[config.mk]
export PLATFORM = sky130hd
export DESIGN_NAME = prio_intc
export DESIGN_NICKNAME = d
export VERILOG_FILES = /design/src/rtl/intc_pkg.sv /design/src/rtl/intc_datapath.sv /design/src/rtl/intc_control.sv /design/src/rtl/prio_intc.sv
export SDC_FILE = /design/constraint.sdc
export NUM_CORES = 1
export LEC_CHECK = 0
export BUFFER_PORTS_ARGS = -buffer_cell sky130_fd_sc_hd__buf_2
export CELL_PAD_IN_SITES_DETAIL_PLACEMENT = 1
export CELL_PAD_IN_SITES_GLOBAL_PLACEMENT = 2
export CORE_ASPECT_RATIO = 1.4
export CORE_MARGIN = 4
export CORE_UTILIZATION = 43
export DETAILED_ROUTE_END_ITERATION = 8
export HOLD_SLACK_MARGIN = 0.08
export PLACE_DENSITY = 0.94
export SKIP_CTS_REPAIR_TIMING = 1
export SLEW_MARGIN = 0
export SYNTH_ARGS = -nofsm -noshare
export SYNTH_HDL_FRONTEND = slang
export SYNTH_SLANG_ARGS = --single-unit
export TNS_END_PERCENT = 100
[constraint.sdc]
create_clock -name clk -period 22.6 [get_ports clk]
set_input_delay 4.52 -clock clk [delete_from_list [all_inputs] [get_ports clk]]
set_output_delay 4.52 -clock clk [all_outputs]
set_load 0.02 [all_outputs]
[src/rtl/intc_pkg.sv]
package intc_pkg;
  localparam int LVL_W  = 4;
  localparam int PRIO_W = 3;
  localparam logic [PRIO_W-1:0] PRIO_RESET = 3'd4;
  localparam logic [PRIO_W-1:0] PRIO_TOP   = 3'd7;
  localparam logic [LVL_W-1:0]  TRAP_BASE  = 4'd8;

  // control -> datapath gating strobes
  typedef struct packed {
    logic             holdUser;  // nesting off and a handler active
    logic             holdLow;   // countdown running
    logic [LVL_W-1:0] curLevel;  // current processor level
  } gate_t;
endpackage

[src/rtl/intc_datapath.sv]
module intc_datapath
  import intc_pkg::*;
#(
  parameter int NUM_SRC  = 8,
  parameter int NUM_TRAP = 4,
  parameter int ADDR_W   = 4,
  parameter int REG_W    = 8,
  parameter int DP_W     = 5,
  parameter int VEC_W    = 4
) (
  input  logic                clk,
  input  logic                rstN,
  input  logic [NUM_SRC-1:0]  srcIrq,
  input  logic [NUM_TRAP-1:0] trapIrq,
  input  logic                regWe,
  input  logic [ADDR_W-1:0]   regAddr,
  input  logic [DP_W-1:0]     wdata,
  output logic [REG_W-1:0]    rdData,
  input  gate_t               gate,
  output logic                winValid,
  output logic [VEC_W-1:0]    winVec,
  output logic [LVL_W-1:0]    winLevel
);
  localparam logic [ADDR_W-1:0] TRAP_ADDR = ADDR_W'(NUM_SRC);

  logic [PRIO_W-1:0] prio [NUM_SRC];
  logic [NUM_SRC-1:0] en;
  logic [NUM_SRC-1:0] pend;
  logic [NUM_TRAP-1:0] trapFlag;

  // per-source register slices
  for (genvar i = 0; i < NUM_SRC; i++) begin : g_src
    logic              hit;
    logic [PRIO_W-1:0] prioQ;
    logic              enQ;
    logic              pendQ;
    assign hit = regWe && (regAddr == ADDR_W'(i));

    always_ff @(posedge clk or negedge rstN) begin
      if (!rstN) begin
        prioQ <= PRIO_RESET;
        enQ   <= 1'b0;
        pendQ <= 1'b0;
      end else begin
        if (hit) begin
          prioQ <= wdata[2:0];
          enQ   <= wdata[3];
        end
        pendQ <= (hit ? wdata[4] : pendQ) | srcIrq[i];
      end
    end

    assign prio[i] = prioQ;
    assign en[i]   = enQ;
    assign pend[i] = pendQ;

    p_pend_set_r2: assert property (@(posedge clk) disable iff (!rstN)
      srcIrq[i] |=> pend[i]);
  end

  // trap flags: set by event, write-one-to-clear
  logic [NUM_TRAP-1:0] trapClr;
  assign trapClr = (regWe && regAddr == TRAP_ADDR) ? wdata[NUM_TRAP-1:0] : '0;

  always_ff @(posedge clk or negedge rstN) begin
    if (!rstN) trapFlag <= '0;
    else       trapFlag <= (trapFlag & ~trapClr) | trapIrq;
  end

  // arbitration: strict compare keeps lowest index on ties
  always_comb begin
    winLevel = '0;
    winVec   = '0;
    for (int i = 0; i < NUM_SRC; i++) begin
      logic [LVL_W-1:0] lvl;
      logic ok;
      lvl = LVL_W'(prio[i]);
      ok  = pend[i] && en[i] && (prio[i] != '0) && (lvl > gate.curLevel)
            && !gate.holdUser && !(gate.holdLow && prio[i] != PRIO_TOP);
      if (ok && lvl > winLevel) begin
        winLevel = lvl;
        winVec   = VEC_W'(i);
      end
    end
    for (int t = 0; t < NUM_TRAP; t++) begin
      logic [LVL_W-1:0] tl;
      tl = TRAP_BASE + LVL_W'(t);
      if (trapFlag[t] && tl > gate.curLevel && tl > winLevel) begin
        winLevel = tl;
        winVec   = VEC_W'(NUM_SRC + t);
      end
    end
    winValid = (winLevel != '0);
  end

  // register read
  always_comb begin
    rdData = '0;
    for (int i = 0; i < NUM_SRC; i++)
      if (regAddr == ADDR_W'(i)) rdData = REG_W'({pend[i], en[i], prio[i]});
    if (regAddr == TRAP_ADDR) rdData = REG_W'(trapFlag);
  end

  p_above_cpl_r3: assert property (@(posedge clk) disable iff (!rstN)
    winValid |-> winLevel > gate.curLevel);
  p_low_hold_r6: assert property (@(posedge clk) disable iff (!rstN)
    (gate.holdLow && winValid) |-> winLevel >= LVL_W'(PRIO_TOP));
  p_nest_hold_r7: assert property (@(posedge clk) disable iff (!rstN)
    (gate.holdUser && winValid) |-> winLevel >= TRAP_BASE);
  p_trap_unmasked_r8: assert property (@(posedge clk) disable iff (!rstN)
    ((|trapFlag) && gate.curLevel < TRAP_BASE) |-> (winValid && winLevel >= TRAP_BASE));
endmodule

[src/rtl/intc_control.sv]
module intc_control
  import intc_pkg::*;
#(
  parameter int NUM_SRC     = 8,
  parameter int STACK_DEPTH = 8,
  parameter int ADDR_W      = 4,
  parameter int REG_W       = 8,
  parameter int DIS_W       = 8,
  parameter int VEC_W       = 4
) (
  input  logic             clk,
  input  logic             rstN,
  input  logic             regWe,
  input  logic [ADDR_W-1:0] regAddr,
  input  logic [DIS_W-1:0] wdata,
  output logic [REG_W-1:0] rdData,
  input  logic             retIn,
  input  logic             winValid,
  input  logic [VEC_W-1:0] winVec,
  input  logic [LVL_W-1:0] winLevel,
  output gate_t            gate,
  output logic             irqAck,
  output logic [VEC_W-1:0] irqVec,
  output logic [LVL_W-1:0] irqLevel,
  output logic [LVL_W-1:0] cpuLevel
);
  localparam int DEPTH_W = $clog2(STACK_DEPTH + 1);
  localparam int PTR_W   = $clog2(STACK_DEPTH);
  localparam logic [ADDR_W-1:0] CTRL_ADDR = ADDR_W'(NUM_SRC + 1);
  localparam logic [ADDR_W-1:0] DIS_ADDR  = ADDR_W'(NUM_SRC + 2);
  localparam logic [DEPTH_W-1:0] FULL     = DEPTH_W'(STACK_DEPTH);

  logic [LVL_W-1:0]   cpl;
  logic [LVL_W-1:0]   saved [STACK_DEPTH];
  logic [DEPTH_W-1:0] depth;
  logic [DIS_W-1:0]   disCnt;
  logic               nestOff;
  logic               accept;
  logic               pop;
  logic [PTR_W-1:0]   pushIdx;
  logic [PTR_W-1:0]   topIdx;

  assign accept  = winValid && !retIn && (depth < FULL);
  assign pop     = retIn && (depth != '0);
  assign pushIdx = PTR_W'(depth);
  assign topIdx  = PTR_W'(depth - DEPTH_W'(1));

  always_ff @(posedge clk or negedge rstN) begin
    if (!rstN) begin
      cpl      <= '0;
      depth    <= '0;
      irqAck   <= 1'b0;
      irqVec   <= '0;
      irqLevel <= '0;
      for (int s = 0; s < STACK_DEPTH; s++) saved[s] <= '0;
    end else begin
      irqAck <= accept;
      if (accept) begin
        irqVec         <= winVec;
        irqLevel       <= winLevel;
        saved[pushIdx] <= cpl;
        cpl            <= winLevel;
        depth          <= depth + DEPTH_W'(1);
      end else if (pop) begin
        cpl   <= saved[topIdx];
        depth <= depth - DEPTH_W'(1);
      end
    end
  end

  // countdown and nesting control
  always_ff @(posedge clk or negedge rstN) begin
    if (!rstN) begin
      disCnt  <= '0;
      nestOff <= 1'b0;
    end else begin
      if (regWe && regAddr == DIS_ADDR) disCnt <= wdata;
      else if (disCnt != '0)            disCnt <= disCnt - DIS_W'(1);
      if (regWe && regAddr == CTRL_ADDR) nestOff <= wdata[0];
    end
  end

  always_comb begin
    gate.curLevel = cpl;
    gate.holdLow  = (disCnt != '0);
    gate.holdUser = nestOff && (depth != '0);
  end

  always_comb begin
    rdData = '0;
    if (regAddr == CTRL_ADDR) rdData = REG_W'(nestOff);
    if (regAddr == DIS_ADDR)  rdData = REG_W'(disCnt);
  end

  assign cpuLevel = cpl;

  p_ack_raise_r3: assert property (@(posedge clk) disable iff (!rstN)
    irqAck |-> (cpl == irqLevel && irqLevel > $past(cpl)));
  p_pop_r9: assert property (@(posedge clk) disable iff (!rstN)
    (retIn && depth != '0) |=> (!irqAck && depth == $past(depth) - DEPTH_W'(1)));
  p_ret_empty_r9: assert property (@(posedge clk) disable iff (!rstN)
    (retIn && depth == '0) |=> (cpl == $past(cpl) && depth == '0));
  p_depth_bound_r10: assert property (@(posedge clk) disable iff (!rstN)
    depth <= FULL);
endmodule

[src/rtl/prio_intc.sv]
module prio_intc
  import intc_pkg::*;
#(
  parameter int NUM_SRC     = 8,
  parameter int NUM_TRAP    = 4,
  parameter int STACK_DEPTH = 8,
  parameter int REG_W       = 8,
  parameter int DIS_W       = 8,
  localparam int ADDR_W     = $clog2(NUM_SRC + 3),
  localparam int VEC_W      = $clog2(NUM_SRC + NUM_TRAP)
) (
  input  logic                clk,
  input  logic                rstN,
  input  logic [NUM_SRC-1:0]  srcIrq,
  input  logic [NUM_TRAP-1:0] trapIrq,
  input  logic                regWe,
  input  logic [ADDR_W-1:0]   regAddr,
  input  logic [REG_W-1:0]    regWdata,
  output logic [REG_W-1:0]    regRdata,
  input  logic                retIn,
  output logic                irqAck,
  output logic [VEC_W-1:0]    irqVec,
  output logic [3:0]          irqLevel,
  output logic [3:0]          cpuLevel
);
  localparam int DP_W = (NUM_TRAP > 5) ? NUM_TRAP : 5;

  gate_t            gate;
  logic             winValid;
  logic [VEC_W-1:0] winVec;
  logic [LVL_W-1:0] winLevel;
  logic [REG_W-1:0] dpRd;
  logic [REG_W-1:0] ctlRd;

  intc_datapath #(
    .NUM_SRC(NUM_SRC), .NUM_TRAP(NUM_TRAP), .ADDR_W(ADDR_W),
    .REG_W(REG_W), .DP_W(DP_W), .VEC_W(VEC_W)
  ) u_dp (
    .clk(clk), .rstN(rstN), .srcIrq(srcIrq), .trapIrq(trapIrq),
    .regWe(regWe), .regAddr(regAddr), .wdata(regWdata[DP_W-1:0]),
    .rdData(dpRd), .gate(gate), .winValid(winValid),
    .winVec(winVec), .winLevel(winLevel)
  );

  intc_control #(
    .NUM_SRC(NUM_SRC), .STACK_DEPTH(STACK_DEPTH), .ADDR_W(ADDR_W),
    .REG_W(REG_W), .DIS_W(DIS_W), .VEC_W(VEC_W)
  ) u_ctl (
    .clk(clk), .rstN(rstN), .regWe(regWe), .regAddr(regAddr),
    .wdata(regWdata[DIS_W-1:0]), .rdData(ctlRd), .retIn(retIn),
    .winValid(winValid), .winVec(winVec), .winLevel(winLevel),
    .gate(gate), .irqAck(irqAck), .irqVec(irqVec),
    .irqLevel(irqLevel), .cpuLevel(cpuLevel)
  );

  assign regRdata = (regAddr <= ADDR_W'(NUM_SRC)) ? dpRd : ctlRd;
endmodule

==> flow_metrics.tcl <==
set metrics [dict create \
    die_w_um 115.4 \
    dp.final_hpwl_um 16770 \
    insertion_delay_ps 370 \
    syn_area_um2 6943 \
    grt_pass1_vias 6560 \
    synth_cell_types 71 \
    die_area_um2 18270 \
    utilization 0.4833 \
    endpoint_kind "flop" \
    rows 54 \
    clock_sinks 101 \
    rsz0062_at_grt "false" \
    grt_pass1_wl_um 35130 \
    peakVddDrop_v 0.00005277 \
    synthToLayoutAreaGrowth_pct 9.587 \
    place_inst 916 \
    status "complete, no violations" \
    synth_edf_count 0 \
    hold_violations 0 \
    cp_common_cell "ha_1" \
    worstSetupPathType "flop to flop" \
    ys_ff_latch 101 \
    drc 0 \
    start_kind "flop" \
    final_antenna_net_count 0 \
    cts_tree "done" \
    cts.clk_slew.worst_paths_ps 80 \
    timing.setup.tns_ps 0 \
    die_y_um 158.4 \
    drv_cap 0 \
    drt_iter0_markers 383 \
    n_antenna_cell 0 \
    synthFlopType "dfrtp_1" \
    port-buffer-count 48 \
    fill_cells 1767 \
    final_area_um2 7609 \
    ios 49 \
    critical-path-top-delay-family "compound AO/OA/AOI/OAI gates" \
    tightestPinTransition_ps 1130 \
    crit_required_ps 22850 \
    cp_max_fo 15 \
    ys_seq_area_frac 0.3655 \
    arrival_ps 15300 \
    maxSlewHeadroom 0.2451 \
    wire_per_inst_um 23.85 \
    syn_inst 699 \
    dpl_cell_area_um2 7318 \
    drt-total-wl_um 22220 \
    ys_async_sr_fraction 1.000 \
    synth_nets 776 \
    clockBufferDepth 2 \
    finalCritPeriodShare 0.6661 \
    cts-root-buf "clkbuf_16" \
    p_per_area_nw_per_um2 110.3 \
    vias 5880 \
    yosysWarnings 0 \
    fin_total_pwr_uw 839.4 \
    htree_levels 3 \
    nNetsFinal 808 \
    slew_violations 0 \
    hold_path.class "flop to flop" \
    seqCellArea_um2 2537 \
    cp_num_buf_inv 3 \
    slowest_delay_ps 650 \
    grt_max_degree 82 \
    avgSynthCellArea_um2 9.933 \
    via_per_inst 6.309 \
    drive_gt1_frac 0.2215 \
    start_util 0.4410 \
    core-area_um2 15740 \
    power.leakage_nw 3.332 \
    fmax_ghz 0.06642 \
    cpMaxStageDelayCell "dfrtp_1" \
    setup_violations 0 \
    drtPass1Iterations 6 \
    grt.overflow.total 0 \
    final-instance-count-excl-fill 932 \
    antenna_found_initial 0 \
    cts_made_buffers 9 \
    multi_input_area_um2 4161 \
    skew_ps 11.04 \
    track_usage 0.2516 \
    place_congestion 0.8916 \
    finalWorstPathRequiredPeriod_ps 15050 \
]
## placed cells by master (no fill, tap or decap), types with 8 or more instances in the layout
cell / count
a211o_1: 11
clkbuf_16: 9
nand3b_1: 13
a21o_1: 12
nor3_1: 14
buf_2: 47
and2_1: 8
nand2_1: 65
dfrtp_1: 93
nor2_1: 38
inv_1: 28
mux2i_1: 12
a21oi_1: 38
dfstp_2: 8
mux4_2: 13
ha_1: 49
and3_1: 15
nand3_1: 23
nor2b_1: 9
o21ai_0: 37
mux2_2: 54
## synthesized netlist by cell type, types with 8 or more instances
cell,instances,area (um2)
clkbuf_1,23,86.33
a21o_1,12,90.09
dfstp_2,8,210.2
nand2_1,65,244.0
ha_1,49,613.1
nand3b_1,13,97.59
and2_1,8,50.05
mux2i_1,12,120.1
mux4_2,13,292.8
a211o_1,11,96.34
a21oi_1,38,190.2
inv_1,28,105.1
nor2_1,38,142.6
and3_1,15,93.84
nor3_1,14,70.07
mux2_2,54,608.1
nor2b_1,9,56.30
nand3_1,23,115.1
o21ai_0,37,185.2
dfrtp_1,93,2327
## worst reg2reg max path, delay by kind of cell, from the launching register on
family	cells	cell delay, ps
multiplexers	2	750
AO/OA/AOI/OAI	20	5540
flip-flops	1	650
buffers and inverters	3	360
AND/OR/NAND/NOR	19	5390
adder cells (fa/ha/maj)	8	2240
## worst paths after layout
path | to | slack (ps) | from | cells past startpoint
max | u_ctl.saved[23] | 7550 | u_ctl.depth[0] | 52
min | u_ctl.irqLevel[0] | 500 | u_ctl.irqLevel[0] | 1
max reg2reg | u_ctl.saved[23] | 7550 | u_ctl.depth[0] | 52
min reg2reg | u_ctl.irqLevel[0] | 500 | u_ctl.irqLevel[0] | 1
max in group asynchronous | u_ctl.saved[21] | 17210 | rstN | 2
min in group asynchronous | u_dp.g_src[3].pendQ | 4020 | rstN | 1
## report_power, final
part / leakage (nW) / switching [mW] / internal (mW)
Sequential: 1.19 / 0.0779 / 0.239
Combinational: 2.01 / 0.202 / 0.165
Clock: 0.137 / 0.0782 / 0.0771
## flip-flops by register name (all words and copies together) (netlist names)
name              flops
u_ctl.saved          32
u_dp.g_src.prioQ     24
u_ctl.disCnt          8
u_dp.g_src.enQ        8
u_dp.g_src.pendQ      8
u_ctl.cpuLevel        4
u_ctl.depth           4
u_ctl.irqLevel        4
u_dp.trapFlag         4
u_ctl.irqVec          3
u_ctl.irqAck          1
u_ctl.nestOff         1
## per-stage QoR
step,hold slack [ps],setup slack [ps]
floorplan,452.6,9815
global placement,469.5,8616
detailed placement,485.3,7929
CTS,502.0,7785
global route,525.8,6510
finish,502.7,7545
## cells by family after synthesis
logic type	count (synthesis)	share of synthesized area
and+or+nand+nor	232	0.1779
adders and majority gates	49	0.08830
buffers and inverters	59	0.03514
muxes	87	0.1622
AOI/OAI and AO/OA	162	0.1597
xor gates and xnor gates	9	0.01135
DFF	101	0.3655
## final cells by class
type | instances | area share
sequential | 101 | 0.3335
timing repair buffer | 51 | 0.03486
clock inverter | 7 | 0.008551
tap | 196 | 0.03223
multi-input combinational | 539 | 0.5469
clock buffer | 9 | 0.02960
inverter | 29 | 0.01431
## routing by layer
layer	wire, um	global-route usage	share of wire	up-vias
li1	-	-	-	2676
met1	8570	0.2732	0.39	3017
met2	11920	0.4652	0.54	127
met3	683	0.03308	0.031	60
met4	1049	0.1409	0.047	0
met5	0	0	0	-
No activity file was read; power rests on OpenSTA's default activity.
